`src/rtl/bitdep_unit.sv`:
```
module bitdep_unit (
  input  logic        clk,
  input  logic        rst_n,
  input  logic        valid_i,
  input  logic [31:0] insn_i,
  input  logic [31:0] rval_i,
  input  logic [31:0] tval_i,
  input  logic [4:0]  sar_i,
  output logic [4:0]  tidx_o,
  output logic [31:0] result_o,
  output logic        wen_o,
  output logic        nullify_o
);
  localparam logic [5:0] OPC = 6'b110101;

  logic        hit;
  logic [4:0]  pos;
  logic [5:0]  len_raw, room, len;
  logic [31:0] src, lowmask, fmask, field, bg, res;
  logic        cond_true;

  assign hit     = valid_i && (insn_i[31:26] == OPC);
  assign pos     = insn_i[11] ? insn_i[9:5] : ~sar_i;
  assign len_raw = 6'd32 - {1'b0, insn_i[4:0]};
  assign room    = 6'd32 - {1'b0, pos};
  assign len     = (len_raw > room) ? room : len_raw;
  assign src     = insn_i[12] ? {{28{insn_i[16]}}, insn_i[20:17]} : rval_i;
  assign lowmask = len[5] ? 32'hFFFF_FFFF : ((32'd1 << len[4:0]) - 32'd1);
  assign fmask   = lowmask << pos;
  assign field   = (src << pos) & fmask;
  assign bg      = insn_i[10] ? tval_i : 32'd0;
  assign res     = (bg & ~fmask) | field;

  always_comb begin
    case (insn_i[15:13])
      3'd1:    cond_true = (res == 32'd0);
      3'd2:    cond_true = res[31];
      default: cond_true = 1'b0;
    endcase
  end

  always_ff @(posedge clk) begin
    if (!rst_n) begin
      wen_o     <= 1'b0;
      nullify_o <= 1'b0;
      tidx_o    <= 5'd0;
      result_o  <= 32'd0;
    end else begin
      wen_o     <= hit;
      nullify_o <= hit && cond_true;
      if (hit) begin
        tidx_o   <= insn_i[25:21];
        result_o <= res;
      end
    end
  end
endmodule

```
`config.mk`:
```
export PLATFORM = sky130hd
export DESIGN_NAME = bitdep_unit
export DESIGN_NICKNAME = d
export VERILOG_FILES = /design/src/rtl/bitdep_unit.sv
export SDC_FILE = /design/constraint.sdc
export NUM_CORES = 1
export LEC_CHECK = 0
export BUFFER_PORTS_ARGS = -buffer_cell sky130_fd_sc_hd__buf_2
export CORE_ASPECT_RATIO = 1.2
export CORE_MARGIN = 10
export CORE_UTILIZATION = 50
export DETAILED_ROUTE_END_ITERATION = 12
export GPL_TIMING_DRIVEN = 0
export PLACE_DENSITY = 0.82
export RECOVER_POWER = 25
export SLEW_MARGIN = 20
export SYNTH_ARGS = -nofsm -noshare
export SYNTH_HDL_FRONTEND = slang
export SYNTH_SLANG_ARGS = --single-unit
```
`constraint.sdc`:
```
create_clock -name clk -period 17.6 [get_ports clk]
set_input_delay 0.88 -clock clk [delete_from_list [all_inputs] [get_ports clk]]
set_output_delay 0.88 -clock clk [all_outputs]
set_load 0.01 [all_outputs]
```
==> flow_summary.rst, run 1 <==
.. list-table::
   :header-rows: 1

   * - Metric
     - Value
   * - Net count of the finished layout
     - 1,498
   * - Kind of end point of the critical path
     - flip-flop
   * - Synth area leaders
     - dfxtp_1, nand2_1, mux2i_1
   * - Share of final-layout standard cells stronger than drive strength 1
     - 0.171
   * - Number of antenna violations at the first check in global routing
     - 1
   * - Initial drt markers
     - 1,536
   * - Syn Std Cell Area
     - 8090 µm²
   * - Synth Area per Inst
     - 6.54 µm²
   * - Tightest Pin Transition
     - 1.01 ns
   * - Setup Crit Path Kind
     - in -> reg
   * - Clock input transition at the sequential cells of the worst setup and hold paths
     - 0.06 ns
   * - Pre-CTS setup slack
     - 6.93 ns
   * - P_leak
     - 3.65 nW
   * - Initial core utilization
     - 0.513
   * - Core Region
     - 15,800 µm²
   * - Gpl congestion
     - 1.17
   * - Crit path max fanout
     - 10
   * - Number of cells traversed by the worst hold path
     - 2
   * - Post-CTS setup buffers
     - 0
   * - Wire length of the first global-routing pass
     - 69,100 µm
   * - Worst hold path endpoint
     - tidx_o[0]$_SDFFE_PN0P_
   * - Routed length on met1
     - 14,900 µm
   * - Top-level I/O count
     - 143
   * - Wire length after detailed routing
     - 46,900 µm
   * - Remaining max-slew budget at the tightest pin
     - 0.307
   * - Ys Warns
     - 0
   * - Placed cell areas
     - 9050 µm²
   * - TritonCTS Buffers
     - 5
   * - Time the worst path needs with I/O delays and setup
     - 10.84 ns
   * - Setup repair after global routing missed its margin
     - no
   * - Area of the die
     - 21,700 µm²
   * - Worst Setup Start Kind
     - primary input
   * - Number of storage elements in the synthesis netlist
     - 39
   * - Final hold vios
     - 0
   * - Setup WS post-layout
     - 6.76 ns
   * - Total inserted antenna cells
     - 0
   * - CTS H-tree lvls
     - 2
   * - Endpoint arrival time on the critical path
     - 11.05 ns
   * - Average wire per cell in the routed design
     - 29.4 µm
   * - Clock Root Buffer
     - clkbuf_16
   * - Count of flip-flops with a built-in enable after synthesis
     - 0
   * - Cell type contributing the most total cell area after synthesis
     - dfxtp_1
   * - Worst stage delay on the critical path
     - 0.67 ns
   * - Number of unique standard cell types used by synthesis
     - 107
   * - Setup slack, reg-to-reg
     - 16.83 ns
   * - Die Y
     - 159 µm
   * - Synth top area share
     - 0.0965
   * - Hold buffers post-CTS
     - 0
   * - Crit Reg-Reg Startpoint
     - result_o[13]$_SDFFE_PN0P_
   * - Maximum operating frequency
     - 92.3 MHz
   * - Number of sinks driven by the clock tree
     - 39
   * - Type of the worst min-delay path
     - reg -> reg
   * - Layout Area Growth over Synthesis
     - 14.1%
   * - Startpoint of the tightest hold check path
     - tidx_o[0]$_SDFFE_PN0P_
   * - Remaining routing DRC violations
     - 0
   * - Mapped Nets
     - 1,350
   * - Number of nets still failing antenna checks after routing
     - 0
   * - Origin of the worst setup path
     - insn_i[11]
   * - Total Negative Setup Slacks
     - 0 ns
   * - Post-detailed-route via-to-cell ratio
     - 7.29
   * - Period utilization
     - 0.616
   * - Final Total Pwr
     - 0.726 mW
   * - Share of flip-flops with an asynchronous set or reset
     - 0
   * - FF-to-FF path depth
     - 2
   * - Max-capacitance violation count
     - 0
   * - Crit Reg-Reg Endpoint
     - result_o[13]$_SDFFE_PN0P_
   * - Worst-path cell with the longest stage delay
     - a2111oi_2
   * - Minimum hold slack
     - 0.455 ns
   * - Critical path's most frequent cell
     - buf_2
   * - Highest routed metal layer
     - met5
   * - Met2 Routed Length
     - 20,700 µm
   * - Largest net degree at the start of global routing
     - 13
   * - Max Root-Sink Buffers
     - 2
   * - Total length of routed met3 wires
     - 6100 µm
   * - Vias
     - 11,600
   * - Vias in the first global route
     - 11,100
   * - Result of the run
     - completed
   * - Global route total overflow
     - 0
   * - Required arrival time at the worst endpoint
     - 17.82 ns
   * - Source-to-sink clock delay at the later pin of the worst-skew pair
     - 0.29 ns
   * - PortBufs
     - 140
   * - First-pass DRT Iterations
     - 7
   * - Power density of the placed cells
     - 78.6 nW/µm²
   * - Number of buffer and inverter instances along the worst setup path
     - 14
   * - Number of failing setup endpoints in the final timing report
     - 0
   * - Post-cts gate resize count
     - 0
   * - Top delay family on crit path
     - buffers and inverters
   * - Global router's overall resource usage
     - 0.411
   * - TritonCTS clock tree
     - done
   * - Largest clock skew in the final design
     - 0 ns
   * - Final non-filler cell area
     - 9240 µm²
   * - Post-detail-place hpwl
     - 36,700 µm
   * - Sequential-to-total area share from yosys stat
     - 0.0965
   * - Peak ir drop on the vdd network
     - 0.0433 mV
   * - Floorplan die width
     - 136 µm
   * - Number of max-slew violations in the final report
     - 0
   * - Placement Rows
     - 50
   * - Top FF cell, synth
     - dfxtp_1
   * - Post-synthesis instance total
     - 1,238
-- power breakdown --
part	switching (mW)	total [mW]	leakage [nW]	internal [mW]
Clock	0.0368	0.118	0.0911	0.0813
Combinational	0.357	0.519	3.24	0.162
Sequential	0.000274	0.0891	0.314	0.0888
-- Yosys cell counts (8+ instances only) --
| master | count |
|---|---|
| a211oi_1 | 30 |
| a21o_1 | 9 |
| a21oi_1 | 107 |
| a31oi_1 | 33 |
| and2_1 | 16 |
| buf_1 | 14 |
| buf_2 | 15 |
| clkbuf_1 | 59 |
| dfxtp_1 | 39 |
| ha_1 | 8 |
| inv_1 | 14 |
| mux2_2 | 26 |
| mux2i_1 | 60 |
| nand2_1 | 207 |
| nand3_1 | 58 |
| nand4_1 | 18 |
| nor2_1 | 114 |
| nor2b_1 | 10 |
| nor3_1 | 42 |
| o211ai_1 | 21 |
| o21a_1 | 10 |
| o21ai_0 | 57 |
| o21ai_1 | 16 |
| o22ai_1 | 14 |
| o31ai_1 | 11 |
| or2_2 | 8 |
| xnor2_1 | 13 |
-- cell usage in the layout (no fill, tap or decap), types with 8 or more instances in the layout --
master,instances
and2_1,16
dfxtp_1,39
nand2_1,207
inv_1,14
xnor2_1,13
o21ai_1,16
ha_1,8
nand4_1,18
a31oi_1,33
clkbuf_1,79
mux2_2,26
mux2i_1,60
o211ai_1,21
or2_2,8
buf_2,136
nor3_1,42
nor2b_1,10
nor2_1,114
o21ai_0,57
nand3_1,58
a21oi_1,106
a211oi_1,30
buf_1,14
o31ai_1,11
a21o_1,9
o21a_1,10
o22ai_1,14
-- worst min-delay path: stages (launching register included) --
cell and delay (ns):
dfxtp_1 0.31, nand2_1 0.05, a21oi_1 0.05
-- final cells by class --
cell class	instances	area [µm²]
flip-flops and latches	39	781
well taps	208	260
clock buffers	6	129
fillers	1582	6530
inverters	21	78.8
repair buffers	141	684
plain buffers	95	414
clock inverters	2	60.1
multi-input cells	1083	6830
-- worst max path at each step --
stage | depth (start not counted) | slack, ns | end
after detailed placement | 35 | 6.93 | nullify_o$_SDFF_PN0_
after global placement | 35 | 6.89 | nullify_o$_SDFF_PN0_
final | 35 | 6.76 | nullify_o$_SDFF_PN0_
after floorplan | 34 | 9.62 | nullify_o$_SDFF_PN0_
after CTS | 35 | 7.17 | nullify_o$_SDFF_PN0_
after global routing | 35 | 6.53 | nullify_o$_SDFF_PN0_
-- routing by layer --
layer / up-vias / global-route usage
met2: 1037 / 0.648
met4: 2 / 0.364
met1: 5251 / 0.432
met3: 354 / 0.122
met5: - / 0
li1: 4979 / -
-- per-stage QoR --
stage               utilization  cells
global placement          0.574   1586
global route              0.586   1595
detailed placement        0.574   1586
CTS                       0.586   1594
finish                    0.586   1595
floorplan                     -   1238
-- cells by family (layout without fill, tap and decap cells) --
kind of cell    count (synthesis)  in the layout  share of synthesized area
compound gates                419            419                      0.356
mux                            94             94                      0.129
xor+xnor                       17             17                     0.0216
buf+inv                       116            265                     0.0609
simple gates                  545            545                      0.324
fa+ha+maj                       8              8                     0.0124
flops                          39             39                     0.0965
-- flip-flops by register name, summed over array words and instances (netlist names) --
register / cells
nullify_o: 1
tidx_o: 5
wen_o: 1
result_o: 32
No activity file was read; power rests on OpenSTA's default activity.
==> inputs of run 2 (changes only) <==
Settings changed: PLACE_DENSITY 0.82 to 0.84.
Clock period 17.6 ns to 8.9 ns, I/O delays scaled along.
==> flow_summary.rst, run 2 (synthesis results as in run 1) <==
.. list-table::
   :header-rows: 1

   * - Metric
     - Value
   * - Switching pwr
     - 0.791 mW (was 0.394 mW)
   * - Final hold vios
     - 0 (unchanged)
   * - Largest net degree at the start of global routing
     - 13 (unchanged)
   * - Peak ir drop on the vdd network
     - 0.0826 mV (was 0.0433 mV)
   * - Critical path's most frequent cell
     - buf_2 (unchanged)
   * - Register with the most flip-flops
     - result_o (unchanged)
   * - Average wire per cell in the routed design
     - 29.5 µm (was 29.4 µm)
   * - Post-detail-place hpwl
     - 36,800 µm (was 36,700 µm)
   * - Top library cells by usage in the layout, fill and taps aside
     - nand2_1, buf_2, nor2_1 (unchanged)
   * - Setup repair after global routing missed its margin
     - no (unchanged)
   * - Total inserted antenna cells
     - 0 (unchanged)
   * - Period utilization
     - 0.984
   * - Worst Setup Start Kind
     - primary input (unchanged)
   * - Largest registers ranked by flip-flop count
     - result_o x32, tidx_o x5 (unchanged)
   * - Setup WS post-layout
     - 0.144 ns (was 6.76 ns)
   * - Wire length after detailed routing
     - 47,000 µm (was 46,900 µm)
   * - Flip-flop count of the largest register, all copies and words added
     - 32 (unchanged)
   * - Result of the run
     - completed (unchanged)
   * - Initial drt markers
     - 1,808 (was 1,536)
   * - Max Root-Sink Buffers
     - 2 (unchanged)
   * - Combinational power share
     - 0.734 (was 0.715)
   * - Final Total Pwr
     - 1.43 mW (was 0.726 mW)
   * - Initial core utilization
     - 0.513 (unchanged)
   * - Max-capacitance violation count
     - 0 (unchanged)
   * - Post-detailed-route via-to-cell ratio
     - 7.33 (was 7.29)
   * - Clock Root Buffer
     - clkbuf_16 (unchanged)
   * - Tightest Pin Transition
     - 1.27 ns (was 1.01 ns)
   * - Number of max-slew violations in the final report
     - 0 (unchanged)
   * - Net count of the finished layout
     - 1,499 (was 1,498)
   * - Vias
     - 11,700 (was 11,600)
   * - Source-to-sink clock delay at the later pin of the worst-skew pair
     - 0.29 ns (about the same)
   * - Floorplan die width
     - 136 µm (unchanged)
   * - Time the worst path needs with I/O delays and setup
     - 8.76 ns
   * - Core Region
     - 15,800 µm² (unchanged)
   * - Kind of end point of the critical path
     - flip-flop (unchanged)
   * - Clock input transition at the sequential cells of the worst setup and hold paths
     - 0.06 ns (about the same)
   * - Remaining max-slew budget at the tightest pin
     - 0.151 (was 0.307)
   * - Number of nets still failing antenna checks after routing
     - 0 (unchanged)
   * - Share of final-layout standard cells stronger than drive strength 1
     - 0.180 (was 0.171)
   * - Reg power frac
     - 0.123 (about the same)
   * - Vias in the first global route
     - 11,100 (about the same)
   * - Global route total overflow
     - 0 (unchanged)
   * - Die Y
     - 159 µm (unchanged)
   * - Global router's overall resource usage
     - 0.408 (was 0.411)
   * - Wire length of the first global-routing pass
     - 68,900 µm (was 69,100 µm)
   * - P_leak
     - 3.67 nW (was 3.65 nW)
   * - Remaining routing DRC violations
     - 0 (unchanged)
   * - Worst stage delay on the critical path
     - 0.74 ns (was 0.67 ns)
   * - Total Negative Setup Slacks
     - 0 ns (unchanged)
   * - TritonCTS Buffers
     - 5 (unchanged)
   * - Proportion of total power due to net switching
     - 0.554 (was 0.543)
   * - Layout Area Growth over Synthesis
     - 14.8% (was 14.1%)
   * - Power density of the placed cells
     - 154 nW/µm² (was 78.6 nW/µm²)
   * - Endpoint arrival time on the critical path
     - 8.97 ns (was 11.05 ns)
   * - Number of failing setup endpoints in the final timing report
     - 0 (unchanged)
   * - Required arrival time at the worst endpoint
     - 9.12 ns (was 17.82 ns)
   * - Area of the die
     - 21,700 µm² (unchanged)
   * - Largest clock skew in the final design
     - 0 ns (unchanged)
   * - Cell internal power dissipation
     - 0.637 mW (was 0.332 mW)
   * - Number of antenna violations at the first check in global routing
     - 4 (was 1)
   * - Gpl congestion
     - 1.15 (was 1.17)
   * - Clk pwr share
     - 0.143 (was 0.163)
   * - Hold buffers post-CTS
     - 0 (unchanged)
   * - Type of the worst min-delay path
     - in -> reg (was reg -> reg)
   * - PortBufs
     - 140 (unchanged)
   * - Placement Rows
     - 50 (unchanged)
   * - Utilization of the core after routing
     - 0.590 (was 0.586)
   * - Crit path max fanout
     - 10 (unchanged)
   * - Most common cell after layout, fill and taps aside
     - nand2_1 (unchanged)
   * - Worst-path cell with the longest stage delay
     - or4b_2 (was a2111oi_2)
   * - Top-level I/O count
     - 143 (unchanged)
   * - First-pass DRT Iterations
     - 8 (was 7)
   * - Number of sinks driven by the clock tree
     - 39 (unchanged)
   * - Setup Crit Path Kind
     - in -> reg (unchanged)
   * - CTS H-tree lvls
     - 2 (unchanged)
   * - TritonCTS clock tree
     - done (unchanged)
   * - Pre-CTS setup slack
     - -1.43 ns (was 6.93 ns)
   * - Maximum operating frequency
     - 114 MHz
==> run 2: final cells by class <==
type	count	area, µm²
buffer	94	427
clock buffer	5	125
inverter	21	81.3
fill	1543	6470
timing repair buffer	143	699
clock inverter	2	37.5
tap	208	260
multi-input combinational	1083	6880
sequential	39	781
==> run 2: path summary, 6_finish.rpt <==
check                                               start                         to  slack (ns)  depth (start not counted)
worst max-delay path                           insn_i[11]       nullify_o$_SDFF_PN0_        0.14                         34
worst min-delay path                           insn_i[25]     tidx_o[4]$_SDFFE_PN0P_        0.39                          3
worst max register to register   result_o[9]$_SDFFE_PN0P_   result_o[9]$_SDFFE_PN0P_        8.16                          2
worst min register to register  result_o[29]$_SDFFE_PN0P_  result_o[29]$_SDFFE_PN0P_        0.46                          2
==> run 2: worst max-delay path: cells and delay by family <==
kind	cells	cell delay [ns]
AOI/OAI and AO/OA	10	2.39
adders and majority gates	2	0.62
buffers and inverters	13	3.28
muxes	1	0.34
and+or+nand+nor	8	1.88
==> run 2: repair_timing <==
action / in CTS / in global routing
endpoints found under the setup margin: 15 / 3
buffers inserted: 0 / 2
resized for setup: 8 / 15
pin swaps: 0 / 1
==> run 2: power by group through the flow <==
stage	logic, mW	registers [mW]	clock network [mW]
after detailed placement	0.945	0.180	0
after global routing	1.08	0.176	0.206
after floorplan	0.632	0.181	0
final	1.05	0.176	0.204
after global placement	0.945	0.180	0
after CTS	0.957	0.176	0.199
==> run 2: stage by stage <==
| stage | cell area, µm² | cells | hold slack, ns |
|---|---|---|---|
| 5_1_grt | 9290 | 1595 | 0.405 |
| 2_1_floorplan | 8090 | 1238 | 0.481 |
| 3_5_place_dp | 9050 | 1586 | 0.447 |
| 3_3_place_gp | 9050 | 1586 | 0.439 |
| 6_report | 9290 | 1595 | 0.394 |
| 4_1_cts | 9260 | 1592 | 0.397 |
==> run 2: layer usage <==
layer / track usage / vias up / routed length (µm)
li1: - / 4955 / -
met4: 0.375 / 4 / 5600
met5: 0 / - / 31
met3: 0.0996 / 419 / 5670
met1: 0.438 / 5197 / 15200
met2: 0.642 / 1123 / 20500
